File: config.mk
export PLATFORM = sky130hd
export DESIGN_NAME = rxd_irq_ctrl
export DESIGN_NICKNAME = d
export VERILOG_FILES = /design/src/rtl/rxd_irq_pkg.sv /design/src/rtl/rxd_data_bank.sv /design/src/rtl/rxd_event_qual.sv /design/src/rtl/rxd_status_flag.sv /design/src/rtl/rxd_irq_ctrl.sv
export SDC_FILE = /design/constraint.sdc
export NUM_CORES = 1
export LEC_CHECK = 0
export BUFFER_PORTS_ARGS = -buffer_cell sky130_fd_sc_hd__buf_2
export CAP_MARGIN = 20
export CORE_UTILIZATION = 48
export DETAILED_ROUTE_END_ITERATION = 6
export PLACE_DENSITY = 0.83
export SETUP_SLACK_MARGIN = 0.15
export SLEW_MARGIN = 20
export SYNTH_ARGS = -nofsm -noshare
export SYNTH_HDL_FRONTEND = slang
export SYNTH_HIERARCHICAL = 1
export SYNTH_SLANG_ARGS = --single-unit
File: constraint.sdc
create_clock -name clk -period 2.2 [get_ports clk]
set_input_delay 0.66 -clock clk [delete_from_list [all_inputs] [get_ports clk]]
set_output_delay 0.66 -clock clk [all_outputs]
set_load 0.05 [all_outputs]
File: src/rtl/rxd_irq_pkg.sv
package rxd_irq_pkg;
  typedef enum logic [1:0] {
    COND_OFF     = 2'b00,
    COND_ANY     = 2'b01,
    COND_NONZERO = 2'b10,
    COND_LAST    = 2'b11
  } cond_e;
endpackage

File: src/rtl/rxd_data_bank.sv
module rxd_data_bank #(
  parameter int NUM_REGS = 4,
  parameter int DATA_W   = 8
) (
  input  logic                         clk,
  input  logic                         rst_n,
  input  logic [NUM_REGS-1:0]          upd_valid,
  input  logic [NUM_REGS*DATA_W-1:0]   upd_data,
  output logic [NUM_REGS*DATA_W-1:0]   rx_data
);
  for (genvar gi = 0; gi < NUM_REGS; gi++) begin : g_reg
    logic [DATA_W-1:0] byte_q;
    logic [DATA_W-1:0] byte_d;

    always_comb begin
      byte_d = upd_data[gi*DATA_W +: DATA_W];
    end

    always_ff @(posedge clk or negedge rst_n) begin
      if (!rst_n) begin
        byte_q <= '0;
      end else if (upd_valid[gi]) begin
        byte_q <= byte_d;
      end
    end

    assign rx_data[gi*DATA_W +: DATA_W] = byte_q;

    AST_DATA_HOLD: assert property (@(posedge clk) disable iff (!rst_n)
      !upd_valid[gi] |=> $stable(rx_data[gi*DATA_W +: DATA_W]));
    AST_DATA_LOAD: assert property (@(posedge clk) disable iff (!rst_n)
      upd_valid[gi] |=> rx_data[gi*DATA_W +: DATA_W] == $past(upd_data[gi*DATA_W +: DATA_W]));
  end
endmodule

File: src/rtl/rxd_event_qual.sv
module rxd_event_qual
  import rxd_irq_pkg::*;
#(
  parameter int NUM_REGS = 4,
  parameter int DATA_W   = 8
) (
  input  cond_e                        cond,
  input  logic [NUM_REGS-1:0]          upd_valid,
  input  logic [NUM_REGS*DATA_W-1:0]   upd_data,
  output logic                         hw_evt
);
  localparam int LAST_IDX = NUM_REGS - 1;

  logic [NUM_REGS-1:0] lane_nz;

  for (genvar gi = 0; gi < NUM_REGS; gi++) begin : g_nz
    assign lane_nz[gi] = upd_valid[gi] & (|upd_data[gi*DATA_W +: DATA_W]);
  end

  always_comb begin
    unique case (cond)
      COND_ANY:     hw_evt = |upd_valid;
      COND_NONZERO: hw_evt = |lane_nz;
      COND_LAST:    hw_evt = upd_valid[LAST_IDX];
      default:      hw_evt = 1'b0;
    endcase
  end
endmodule

File: src/rtl/rxd_status_flag.sv
module rxd_status_flag (
  input  logic clk,
  input  logic rst_n,
  input  logic hw_evt,
  input  logic sw_set,
  input  logic sw_clr,
  output logic status_flag,
  output logic irq_pulse
);
  logic flag_q, flag_d;
  logic irq_q, irq_d;
  logic flag_en;

  always_comb begin
    flag_en = hw_evt | sw_set | sw_clr;
    flag_d  = hw_evt | sw_set;
    irq_d   = hw_evt;
  end

  always_ff @(posedge clk or negedge rst_n) begin
    if (!rst_n) begin
      flag_q <= 1'b0;
    end else if (flag_en) begin
      flag_q <= flag_d;
    end
  end

  always_ff @(posedge clk or negedge rst_n) begin
    if (!rst_n) begin
      irq_q <= 1'b0;
    end else begin
      irq_q <= irq_d;
    end
  end

  assign status_flag = flag_q;
  assign irq_pulse   = irq_q;

  AST_IRQ_WITH_FLAG: assert property (@(posedge clk) disable iff (!rst_n)
    irq_pulse |-> status_flag);
  AST_SWSET_QUIET: assert property (@(posedge clk) disable iff (!rst_n)
    (sw_set && !hw_evt) |=> !irq_pulse && status_flag);
  AST_CLR_TAKES: assert property (@(posedge clk) disable iff (!rst_n)
    (sw_clr && !sw_set && !hw_evt) |=> !status_flag);
  AST_FLAG_STICKY: assert property (@(posedge clk) disable iff (!rst_n)
    (status_flag && !sw_clr) |=> status_flag);
  AST_HW_BEATS_CLR: assert property (@(posedge clk) disable iff (!rst_n)
    hw_evt |=> status_flag && irq_pulse);
endmodule

File: src/rtl/rxd_irq_ctrl.sv
module rxd_irq_ctrl
  import rxd_irq_pkg::*;
#(
  parameter int NUM_REGS = 4,
  parameter int DATA_W   = 8
) (
  input  logic                         clk,
  input  logic                         rst_n,
  input  logic                         cfg_we,
  input  logic [1:0]                   cfg_mode,
  output logic [1:0]                   mode_o,
  input  logic [NUM_REGS-1:0]          upd_valid,
  input  logic [NUM_REGS*DATA_W-1:0]   upd_data,
  output logic [NUM_REGS*DATA_W-1:0]   rx_data,
  input  logic                         sw_set,
  input  logic                         sw_clr,
  output logic                         status_flag,
  output logic                         irq_pulse
);
  localparam int LAST_IDX = NUM_REGS - 1;

  cond_e cond_q, cond_d;
  logic  hw_evt;

  always_comb begin
    cond_d = cond_e'(cfg_mode);
  end

  always_ff @(posedge clk or negedge rst_n) begin
    if (!rst_n) begin
      cond_q <= COND_OFF;
    end else if (cfg_we) begin
      cond_q <= cond_d;
    end
  end

  assign mode_o = cond_q;

  rxd_data_bank #(.NUM_REGS(NUM_REGS), .DATA_W(DATA_W)) u_bank (
    .clk       (clk),
    .rst_n     (rst_n),
    .upd_valid (upd_valid),
    .upd_data  (upd_data),
    .rx_data   (rx_data)
  );

  rxd_event_qual #(.NUM_REGS(NUM_REGS), .DATA_W(DATA_W)) u_qual (
    .cond      (cond_q),
    .upd_valid (upd_valid),
    .upd_data  (upd_data),
    .hw_evt    (hw_evt)
  );

  rxd_status_flag u_flag (
    .clk         (clk),
    .rst_n       (rst_n),
    .hw_evt      (hw_evt),
    .sw_set      (sw_set),
    .sw_clr      (sw_clr),
    .status_flag (status_flag),
    .irq_pulse   (irq_pulse)
  );

  AST_MODE_LOAD: assert property (@(posedge clk) disable iff (!rst_n)
    cfg_we |=> mode_o == $past(cfg_mode));
  AST_OFF_SILENT: assert property (@(posedge clk) disable iff (!rst_n)
    (mode_o == 2'b00) |=> !irq_pulse);
  AST_LAST_ONLY: assert property (@(posedge clk) disable iff (!rst_n)
    (mode_o == 2'b11 && !upd_valid[LAST_IDX]) |=> !irq_pulse);
endmodule

==> implementation parameters <==
Parameter                              Value

Worst setup path
  Ordered cell list for the critical path ... buf_2
  Max stage delay on crit path ... 0.44 ns
  Peak fanout along the critical path ... 6
  Flop-to-flop setup slack ... 1.03 ns
  Worst path slowest cell ... dfrtp_1
  CP Launch Type ... flop
  Family with the most delay on the worst path ... flip-flops
  Critical Path End Type ... output pin
  WP buf/inv ... 1
  Data arrival time of the worst path ... 1.05 ns
  Required time reported for the critical path endpoint ... 1.54 ns
  Worst Path Class, Setup ... flop to output pin

Die
  Die outline area ... 3510 sq um
  Die height ... 59.3 um
  Area of the core region ... 3080 sq um
  Floorplan die width ... 59.3 um
  Starting utilization of the core area ... 51.2%
  Num rows ... 20
  Total I/O pin count ... 79

Logic synthesis
  Register area share after synthesis ... 57.2%
  Syn avg cell area ... 16.2 sq um
  Gate count of the mapped netlist ... 97
  Synth warn ... 6
  Net Count, Synth ... 140
  Netlist cell types ... 16
  Post-synthesis instance area ... 1580 sq um
  Post-synthesis register bit count ... 36

Finish
  Synth-to-layout area growth ... 28.4%
  Final Net Count ... 221
  Ant. Diodes ... 0
  Ratio of cells with drive above 1 in the final layout ... 66.3%
  Core Util, Final ... 65.7%
  Most used cells in the layout excluding fill and tap cells ... 78 x buf_2, 36 x dfrtp_1, 32 x mux2_4, 8 x nor4_1, 5 x clkbuf_4
  Most common cell after layout, fill and taps aside ... buf_2
  Number of fill cells ... 242
  Non-filler cells, final ... 222

Global routing
  Global route overflow ... 0
  Number of antenna violations at the first check in global routing ... 0
  Via count of the first global-routing pass ... 1,146
  Largest net degree at the start of global routing ... 37
  Overall routing resource usage ... 20.3%
  Global-route wire length before repair ... 5.13 mm

Route
  DR iter-0 viols ... 21
  Detail-routed net length per standard cell ... 14.7 um
  Via count ... 1,111
  Final routed wirelength across all metal layers ... 3.27 mm
  Remaining DRCs ... 0
  First-pass DRT Iterations ... 4
  Number of nets still failing antenna checks after routing ... 0
  Average via count per standard cell ... 5.00

Place
  Last weighted congestion value of the routability-driven placer ... 0.662
  # port buffers ... 78
  Detailed placement HPWL ... 2.50 mm
  Placed Cells ... 215

Power and ir drop
  Switching portion of total power ... 36.2%
  Power share of the combinational group ... 32.1%
  Leakage power of the design ... 1.06 nW
  Switching component of the power ... 0.000577 W
  Clock power share ... 19.7%
  Internal power consumption ... 0.00101 W
  Peak VDD IR ... 0.459 mV
  Ratio of total power to cell area ... 787 nW/um^2
  Sequential fraction of design power ... 48.2%
  Sum of internal, switching and leakage power ... 0.00159 W

STA
  Max-slew violation count ... 0
  Rel. slew slack ... 49.2%
  Accumulated negative setup slack ... 0 ns
  Hold Vio Cnt, Final ... 0
  Worst-case hold slack ... 0.384 ns
  Final Critical Period ... 1.71 ns
  Final Skew ... 0.0153 ns
  Post-route clock period utilization ... 77.9%
  Unrepaired setup endpoints after global routing ... no
  Highest clock rate ... 583 MHz
  Setup violators final ... 0
  Pin slew with the least headroom to its limit ... 0.762 ns

Run status
  Result of the run ... completed

CTS
  Setup Buffers After CTS ... 0
  TritonCTS buffer count ... 5
  Buffer type at the clock tree root ... clkbuf_4
  Clock slew seen by the registers of the worst setup and hold paths ... 0.11 ns
  Clock Latency Late Sink ... 0.33 ns
  Max H-tree Level ... 2
  Maximum count of clock buffers along a single path ... 2
  Sink count of the clock tree ... 36
  TritonCTS clock tree ... built
  Cts-stage hold buffer count ... 0
  Number of gates resized after cts ... 0

Run
  Max-cap violations ... 0

Min path
  Type of the tightest min-delay check ... input pin to asynchronous set/reset pin
kinds of logic after synthesis:
kind of cell	after synthesis	share of synthesized area, %
and+or+nand+nor	15	5.16
buffers and inverters	6	3.34
muxes	34	31.9
DFF	36	57.2
AOI/OAI and AO/OA	6	2.38
worst reg2reg max path, delay by kind of cell (launching register included):
family	cells	cell delay (ns)
compound gates	4	0.43
flops	1	0.44
simple gates	2	0.22
routing by layer:
| metal | global-route usage (%) | part of all wire (%) |
|---|---|---|
| met1 | 25.0 | 43 |
| met3 | 4.37 | 5.5 |
| met2 | 33.7 | 50 |
| met5 | 0 | 0 |
| met4 | 10.2 | 1.5 |
cells in the mapped netlist (all sizes together):
| library cell | number | area, sq um |
|---|---|---|
| a21oi | 1 | 5.00 |
| inv | 2 | 7.51 |
| mux2 | 34 | 503 |
| dfrtp | 36 | 901 |
| o311ai | 1 | 8.76 |
| a31oi | 1 | 6.26 |
| buf | 4 | 45.0 |
| o21ai | 2 | 10.0 |
| a22oi | 1 | 7.51 |
| nand2 | 3 | 11.3 |
| nand3b | 1 | 7.51 |
| nor4 | 8 | 50.1 |
| nor2 | 2 | 7.51 |
| nor3 | 1 | 5.00 |
worst paths after layout:
kind,from,end,cells after the start
worst min-delay path,rst_n,u_bank/g_reg[0].byte_q[5]$_DFFE_PN0P_,1
worst min register to register,u_bank/g_reg[2].byte_q[6]$_DFFE_PN0P_,u_bank/g_reg[2].byte_q[6]$_DFFE_PN0P_,1
worst max-delay path,mode_o[1]$_DFFE_PN0P_,mode_o[1],1
max in group asynchronous,rst_n,u_bank/g_reg[3].byte_q[0]$_DFFE_PN0P_,1
min in group clk,sw_clr,u_flag/status_flag$_DFFE_PN0P_,2
worst max register to register,mode_o[1]$_DFFE_PN0P_,u_flag/status_flag$_DFFE_PN0P_,6
registers in the layout, indices dropped and copies added (netlist names):
| name | flops |
|---|---|
| mode_o | 2 |
| u_bank/g.byte_q | 32 |
| u_flag/irq_pulse | 1 |
| u_flag/status_flag | 1 |
per-stage QoR:
stage / instance area (sq um) / setup WS [ns]
detailed placement: 1980 / 0.290
finish: 2020 / 0.485
CTS: 2020 / 0.463
floorplan: 1580 / 0.667
global placement: 1980 / 0.398
global route: 2020 / 0.429
layout make-up:
class | instances | area [sq um] | share of cell area (%)
clock buffers | 6 | 41.3 | 2.04
well taps | 44 | 55.1 | 2.72
flip-flops and latches | 36 | 901 | 44.6
inverters | 2 | 7.51 | 0.371
multi-input cells | 55 | 622 | 30.8
repair buffers | 78 | 390 | 19.3
clock inverters | 1 | 5.00 | 0.248
power groups by stage:
stage,Sequential (W),Clock [W],Combinational (W)
3_5_place_dp,0.000778,0,0.000514
4_1_cts,0.000767,0.000326,0.000515
6_report,0.000767,0.000314,0.000511
3_3_place_gp,0.000776,0,0.000504
2_1_floorplan,0.00102,0,0.000133
5_1_grt,0.000775,0.000350,0.000535
(Power assumes the default switching activity.)
